**src/rtl/ccr_pkg.sv**
```systemverilog
package ccr_pkg;

  localparam int unsigned BYTE_W = 8;

  // Fixed attribute-space byte offsets.
  localparam int unsigned OPT_OFS  = 32'h4000;
  localparam int unsigned PCTL_OFS = 32'h4002;
  localparam int unsigned STAT_OFS = 32'h4100;

  // Bit positions used by the host software.
  localparam int unsigned OPT_SR_BIT   = 7;
  localparam int unsigned PCTL_PD_BIT  = 2;
  localparam int unsigned STAT_SR_BIT  = 5;
  localparam int unsigned STAT_PD_BIT  = 3;
  localparam int unsigned STAT_RDY_BIT = 0;

  typedef struct packed {
    logic opt;
    logic pctl;
    logic stat;
  } ccr_hit_t;

  function automatic logic [BYTE_W-1:0] stat_byte(input logic sr,
                                                  input logic pd,
                                                  input logic rdy);
    logic [BYTE_W-1:0] b;
    b = '0;
    b[STAT_SR_BIT]  = sr;
    b[STAT_PD_BIT]  = pd;
    b[STAT_RDY_BIT] = rdy;
    return b;
  endfunction

endpackage

```
**src/rtl/ccr_addr_decode.sv**
```systemverilog
module ccr_addr_decode
  import ccr_pkg::*;
#(
  parameter int unsigned ADDR_W = 16
) (
  input  logic              attr_sel,
  input  logic [ADDR_W-1:0] addr,
  input  logic              wr_en,
  input  logic              rd_en,
  output ccr_hit_t          wr_hit,
  output ccr_hit_t          rd_hit,
  output logic              rd_any
);

  localparam logic [ADDR_W-1:0] OPT_A  = ADDR_W'(OPT_OFS);
  localparam logic [ADDR_W-1:0] PCTL_A = ADDR_W'(PCTL_OFS);
  localparam logic [ADDR_W-1:0] STAT_A = ADDR_W'(STAT_OFS);

  ccr_hit_t match;

  always_comb begin
    match.opt  = (addr == OPT_A);
    match.pctl = (addr == PCTL_A);
    match.stat = (addr == STAT_A);
  end

  always_comb begin
    wr_hit = '0;
    rd_hit = '0;
    if (attr_sel && wr_en) begin
      wr_hit.opt  = match.opt;
      wr_hit.pctl = match.pctl;
    end
    if (attr_sel && rd_en) begin
      rd_hit = match;
    end
  end

  assign rd_any = attr_sel & rd_en;

endmodule

```
**src/rtl/ccr_ctrl_regs.sv**
```systemverilog
module ccr_ctrl_regs (
  input  logic clk,
  input  logic rst_n,
  input  logic card_rst,
  input  logic wr_opt,
  input  logic wr_pctl,
  input  logic sr_wbit,
  input  logic pd_wbit,
  output logic sr_q,
  output logic pd_q
);

  logic sr_d, sr_en;
  logic pd_d, pd_en;

  // Next state: card reset pin outranks any write in the same cycle.
  always_comb begin
    sr_en = card_rst | wr_opt;
    pd_en = card_rst | wr_pctl;
    sr_d  = card_rst ? 1'b0 : sr_wbit;
    pd_d  = card_rst ? 1'b0 : pd_wbit;
  end

  always_ff @(posedge clk or negedge rst_n) begin
    if (!rst_n) begin
      sr_q <= 1'b0;
    end else if (sr_en) begin
      sr_q <= sr_d;
    end
  end

  always_ff @(posedge clk or negedge rst_n) begin
    if (!rst_n) begin
      pd_q <= 1'b0;
    end else if (pd_en) begin
      pd_q <= pd_d;
    end
  end

endmodule

```
**src/rtl/ccr_rdy_sync.sv**
```systemverilog
module ccr_rdy_sync #(
  parameter int unsigned STAGES = 2
) (
  input  logic clk,
  input  logic rst_n,
  input  logic async_in,
  output logic sync_out
);

  logic [STAGES-1:0] chain_q;

  generate
    for (genvar s = 0; s < STAGES; s++) begin : g_stage
      if (s == 0) begin : g_first
        always_ff @(posedge clk or negedge rst_n) begin
          if (!rst_n) chain_q[s] <= 1'b0;
          else        chain_q[s] <= async_in;
        end
      end else begin : g_next
        always_ff @(posedge clk or negedge rst_n) begin
          if (!rst_n) chain_q[s] <= 1'b0;
          else        chain_q[s] <= chain_q[s-1];
        end
      end
    end
  endgenerate

  assign sync_out = chain_q[STAGES-1];

endmodule

```
**src/rtl/ccr_read_port.sv**
```systemverilog
module ccr_read_port
  import ccr_pkg::*;
(
  input  logic              clk,
  input  logic              rst_n,
  input  logic              rd_any,
  input  ccr_hit_t          rd_hit,
  input  logic              sr_q,
  input  logic              pd_q,
  input  logic              rdy,
  output logic [BYTE_W-1:0] rdata
);

  logic [BYTE_W-1:0] rdata_d;

  // Write-only control registers and unmapped addresses read as zero.
  always_comb begin
    rdata_d = '0;
    if (rd_hit.stat) rdata_d = stat_byte(sr_q, pd_q, rdy);
  end

  always_ff @(posedge clk or negedge rst_n) begin
    if (!rst_n) begin
      rdata <= '0;
    end else if (rd_any) begin
      rdata <= rdata_d;
    end
  end

endmodule

```
**src/rtl/card_cfg_regs.sv**
```systemverilog
module card_cfg_regs
  import ccr_pkg::*;
#(
  parameter int unsigned ADDR_W      = 16,
  parameter int unsigned SYNC_STAGES = 2
) (
  input  logic              clk,
  input  logic              rst_n,
  input  logic              card_rst,
  input  logic              attr_sel,
  input  logic [ADDR_W-1:0] addr,
  input  logic              wr_en,
  input  logic              rd_en,
  input  logic [BYTE_W-1:0] wdata,
  output logic [BYTE_W-1:0] rdata,
  input  logic              arr_ready,
  input  logic              mem_req_i,
  output logic              mem_req_o,
  output logic              soft_rst_o,
  output logic              pwr_down_o
);

  ccr_hit_t wr_hit, rd_hit;
  logic     rd_any;
  logic     sr_q, pd_q, rdy_s;

  ccr_addr_decode #(.ADDR_W(ADDR_W)) u_dec (
    .attr_sel (attr_sel),
    .addr     (addr),
    .wr_en    (wr_en),
    .rd_en    (rd_en),
    .wr_hit   (wr_hit),
    .rd_hit   (rd_hit),
    .rd_any   (rd_any)
  );

  ccr_ctrl_regs u_ctrl (
    .clk      (clk),
    .rst_n    (rst_n),
    .card_rst (card_rst),
    .wr_opt   (wr_hit.opt),
    .wr_pctl  (wr_hit.pctl),
    .sr_wbit  (wdata[OPT_SR_BIT]),
    .pd_wbit  (wdata[PCTL_PD_BIT]),
    .sr_q     (sr_q),
    .pd_q     (pd_q)
  );

  ccr_rdy_sync #(.STAGES(SYNC_STAGES)) u_sync (
    .clk      (clk),
    .rst_n    (rst_n),
    .async_in (arr_ready),
    .sync_out (rdy_s)
  );

  ccr_read_port u_rd (
    .clk    (clk),
    .rst_n  (rst_n),
    .rd_any (rd_any),
    .rd_hit (rd_hit),
    .sr_q   (sr_q),
    .pd_q   (pd_q),
    .rdy    (rdy_s),
    .rdata  (rdata)
  );

  assign soft_rst_o = sr_q;
  assign pwr_down_o = pd_q | card_rst;
  assign mem_req_o  = mem_req_i & ~sr_q;

endmodule

```
**config.mk**
```make
export PLATFORM = sky130hd
export DESIGN_NAME = card_cfg_regs
export DESIGN_NICKNAME = d
export VERILOG_FILES = /design/src/rtl/ccr_pkg.sv /design/src/rtl/ccr_addr_decode.sv /design/src/rtl/ccr_ctrl_regs.sv /design/src/rtl/ccr_rdy_sync.sv /design/src/rtl/ccr_read_port.sv /design/src/rtl/card_cfg_regs.sv
export SDC_FILE = /design/constraint.sdc
export NUM_CORES = 1
export LEC_CHECK = 0
export CAP_MARGIN = 5
export CORE_ASPECT_RATIO = 0.9
export CORE_MARGIN = 10
export CORE_UTILIZATION = 24
export DETAILED_ROUTE_END_ITERATION = 16
export PLACE_DENSITY = 0.74
export SYNTH_ARGS = -nofsm -noshare
export SYNTH_HDL_FRONTEND = slang
export SYNTH_SLANG_ARGS = --single-unit
```
**constraint.sdc**
```tcl
create_clock -name clk -period 0.8 [get_ports clk]
set_input_delay 0.08 -clock clk [delete_from_list [all_inputs] [get_ports clk]]
set_output_delay 0.08 -clock clk [all_outputs]
set_load 0.02 [all_outputs]
```
==> out/results.tsv <==
metric	value	unit
status	complete, but fails checks	
failing checks	negative setup slack	
top cells by area, synth	dfrtp_1 (43%), buf_4 (9.3%), a22o_1 (6.5%)	
slowest stage delay, CP	0.39	ns
leading area contributor after synthesis	dfrtp_1	
Top FF cell, synth	dfrtp_1	
Die Width	63.2	µm
antenna diode count	0	
clock sinks	7	
Placed Cells	97	
final instance area	842	µm²
synthesis-to-layout area growth	109	%
Die Y	58.9	µm
worst path arrival time	0.99	ns
Placer Congestion	0.690	
library cells used by synthesis	19	
Ys Warns	0	
Congestion Overflow GR	0	
VDD IR max	0.000902	V
Avg Vias per Cell	4.19	
final slew viol count	0	
busiest grt layer	met2	
Synth Instances	38	
r2r setup slk	-0.02	ns
Initial Util	26.6	%
TritonCTS clock tree	done	
DRT iter0 DRCs	11	
Post-Synth Simple-Gate Area	33.9	%
initial antenna violation count	0	
worst skew pair latency	0.25	ns
DRT Pass-1 Iters	3	
DR vias	427	
top-count cell post-synth	dfrtp_1	
Setup violations, final	10	
Setup WS post-layout	-0.271	ns
Max stage delay cell, worst path	dfrtp_1	
pre-CTS setup slack	-0.655	ns
Fin. Hold Viols	0	
WL/cell	13.2	µm
met2 Resource Use GR	15.1	%
Post-Synth Adder-Cell Area	0	%
cell breakdown of the critical path	or2_4 > buf_6	
CTS Root Cell	clkbuf_4	
maximum clock path buffer count	2	
Post-DP Area	788	µm²
hold buffer count at CTS	0	
Hold Path Class	input pin to async pin	
fin crit share	134	%
Worst-path clk slew	0.05	ns
post-synthesis mux area share	0	%
critical path data required time	0.72	ns
final antenna-violating net count	0	
Synth Area in XOR/XNOR	0	%
first-pass GRT wire length	2290	µm
core area	1510	µm²
number of synthesized flops with an enable pin	0	
final WL	1350	µm
final net count	113	
unrepaired setup endpoints after global routing	true	
number of global-route vias before repair	493	
Avg Inst Size Synth	10.6	µm²
Tmin final	1.07	ns
Pleak	0.390	nW
synth cell count leaders	dfrtp_1 (7), buf_4 (5), a22o_1 (3), nand3_1 (3)	
CTS buffer count	3	
skew final	0.00494	ns
startpoint type of the worst setup path	register	
post-synthesis compound-gate area fraction	11.5	%
fraction of layout cells with a size suffix above 1	48.8	%
Pwr Density	1060	nW/µm²
Setup crit end kind	output pin	
H-tree depth	1	
io pins	43	
std cell rows	13	
number of buffers added on ports	31	
FFs w/ async S/R, synth	100	%
die area	3720	µm²
Max Clk Rate	0.933	GHz
sequential area share after synthesis	43.5	%
HPWL Detailed	1230	µm
largest net degree at the start of global routing	8	
worst-path fanout max	2	
# DRC	0	
Synth top area share	43.5	%
met3 GRT Util	3.02	%
M1 GR Usage	7.54	%
Post-Syn Area	403	µm²
post-route insts no fill	102	
largest family of logic cells by synthesized area	simple AND/OR/NAND/NOR gates	
critical path class	register to output pin	
Seq cells post-synth	7	
Max-Cap Viols	0	
GR Util All Layers	7.71	%
## where the power goes
part           total (mW)  switching [mW]  internal [mW]
combinational       0.220          0.0978          0.122
clock               0.314           0.124          0.190
sequential          0.361         0.00122          0.360
total               0.895           0.223          0.672
## timing repair
item                       CTS  global route
setup endpoints to repair   11            11
pin swaps                   13            10
resized for setup           93            15
setup buffers                0             1
## worst paths after layout
| path | start | end | cells past startpoint |
|---|---|---|---|
| worst max-delay path | u_ctrl.pd_q | pwr_down_o | 2 |
| worst min-delay path | rst_n | u_rd.rdata[3] | 1 |
| worst max register to register | u_rd.rdata[3] | u_rd.rdata[3] | 2 |
| worst min register to register | u_sync.chain_q[0] | u_sync.sync_out | 0 |
| max in group asynchronous | rst_n | u_sync.chain_q[0] | 1 |
| min in group clk | addr[1] | u_ctrl.sr_q | 4 |
## worst max-delay path: cells and delay by family, from the launching register on
| kind | cells | cell delay, ns |
|---|---|---|
| flops | 1 | 0.39 |
| simple gates | 1 | 0.23 |
| buf+inv | 1 | 0.13 |
## cell usage in the layout, fill, tap and decap left out, drive strengths merged
master / instances
conb: 5
o21ai: 2
nor2b: 1
or2: 1
nor4b: 1
inv: 1
a22o: 3
clkdlybuf4s15: 5
dfrtp: 7
a21oi: 2
and4: 1
nor4: 2
buf: 24
clkdlybuf4s50: 6
clkbuf: 5
nand4: 2
nand2: 2
nand3: 3
and3b: 1
nor3: 3
dlygate4sd2: 3
## logic make-up after synthesis
family	after synthesis
flops	7
compound gates	7
simple gates	17
other cells	1
buf+inv	6
## sequential cells by signal, summed over array words and instances (netlist names)
| name | flops |
|---|---|
| u_sync.chain_q | 1 |
| u_rd.rdata | 3 |
| u_sync.sync_out | 1 |
| u_ctrl.sr_q | 1 |
| u_ctrl.pd_q | 1 |
## through the flow
stage	util, %	setup TNS, ns	power, mW	hold WS (ns)
floorplan	-	-0.178	0.440	-0.216
global placement	52.1	-5.02	0.591	0.334
detailed placement	52.1	-5.19	0.598	0.335
CTS	53.8	-0.939	0.900	0.0885
global route	55.7	-1.31	0.946	0.0867
finish	55.7	-0.870	0.895	0.0796
## per-layer routing
layer / share of wire, % / vias to the layer above / wire length, µm
met2: 57 / 16 / 768
met5: 0 / - / 0
met4: 0 / 0 / 0
met1: 39 / 195 / 531
li1: - / 216 / -
met3: 3.8 / 0 / 51
## area by class of cell
type,count,area [µm²]
clock buffer,4,26.3
fill,145,671
inverter,1,3.75
multi-input combinational,29,251
sequential,7,175
tap,22,27.5
timing repair buffer,39,358
Note: power is estimated with default switching activity, not from simulation.
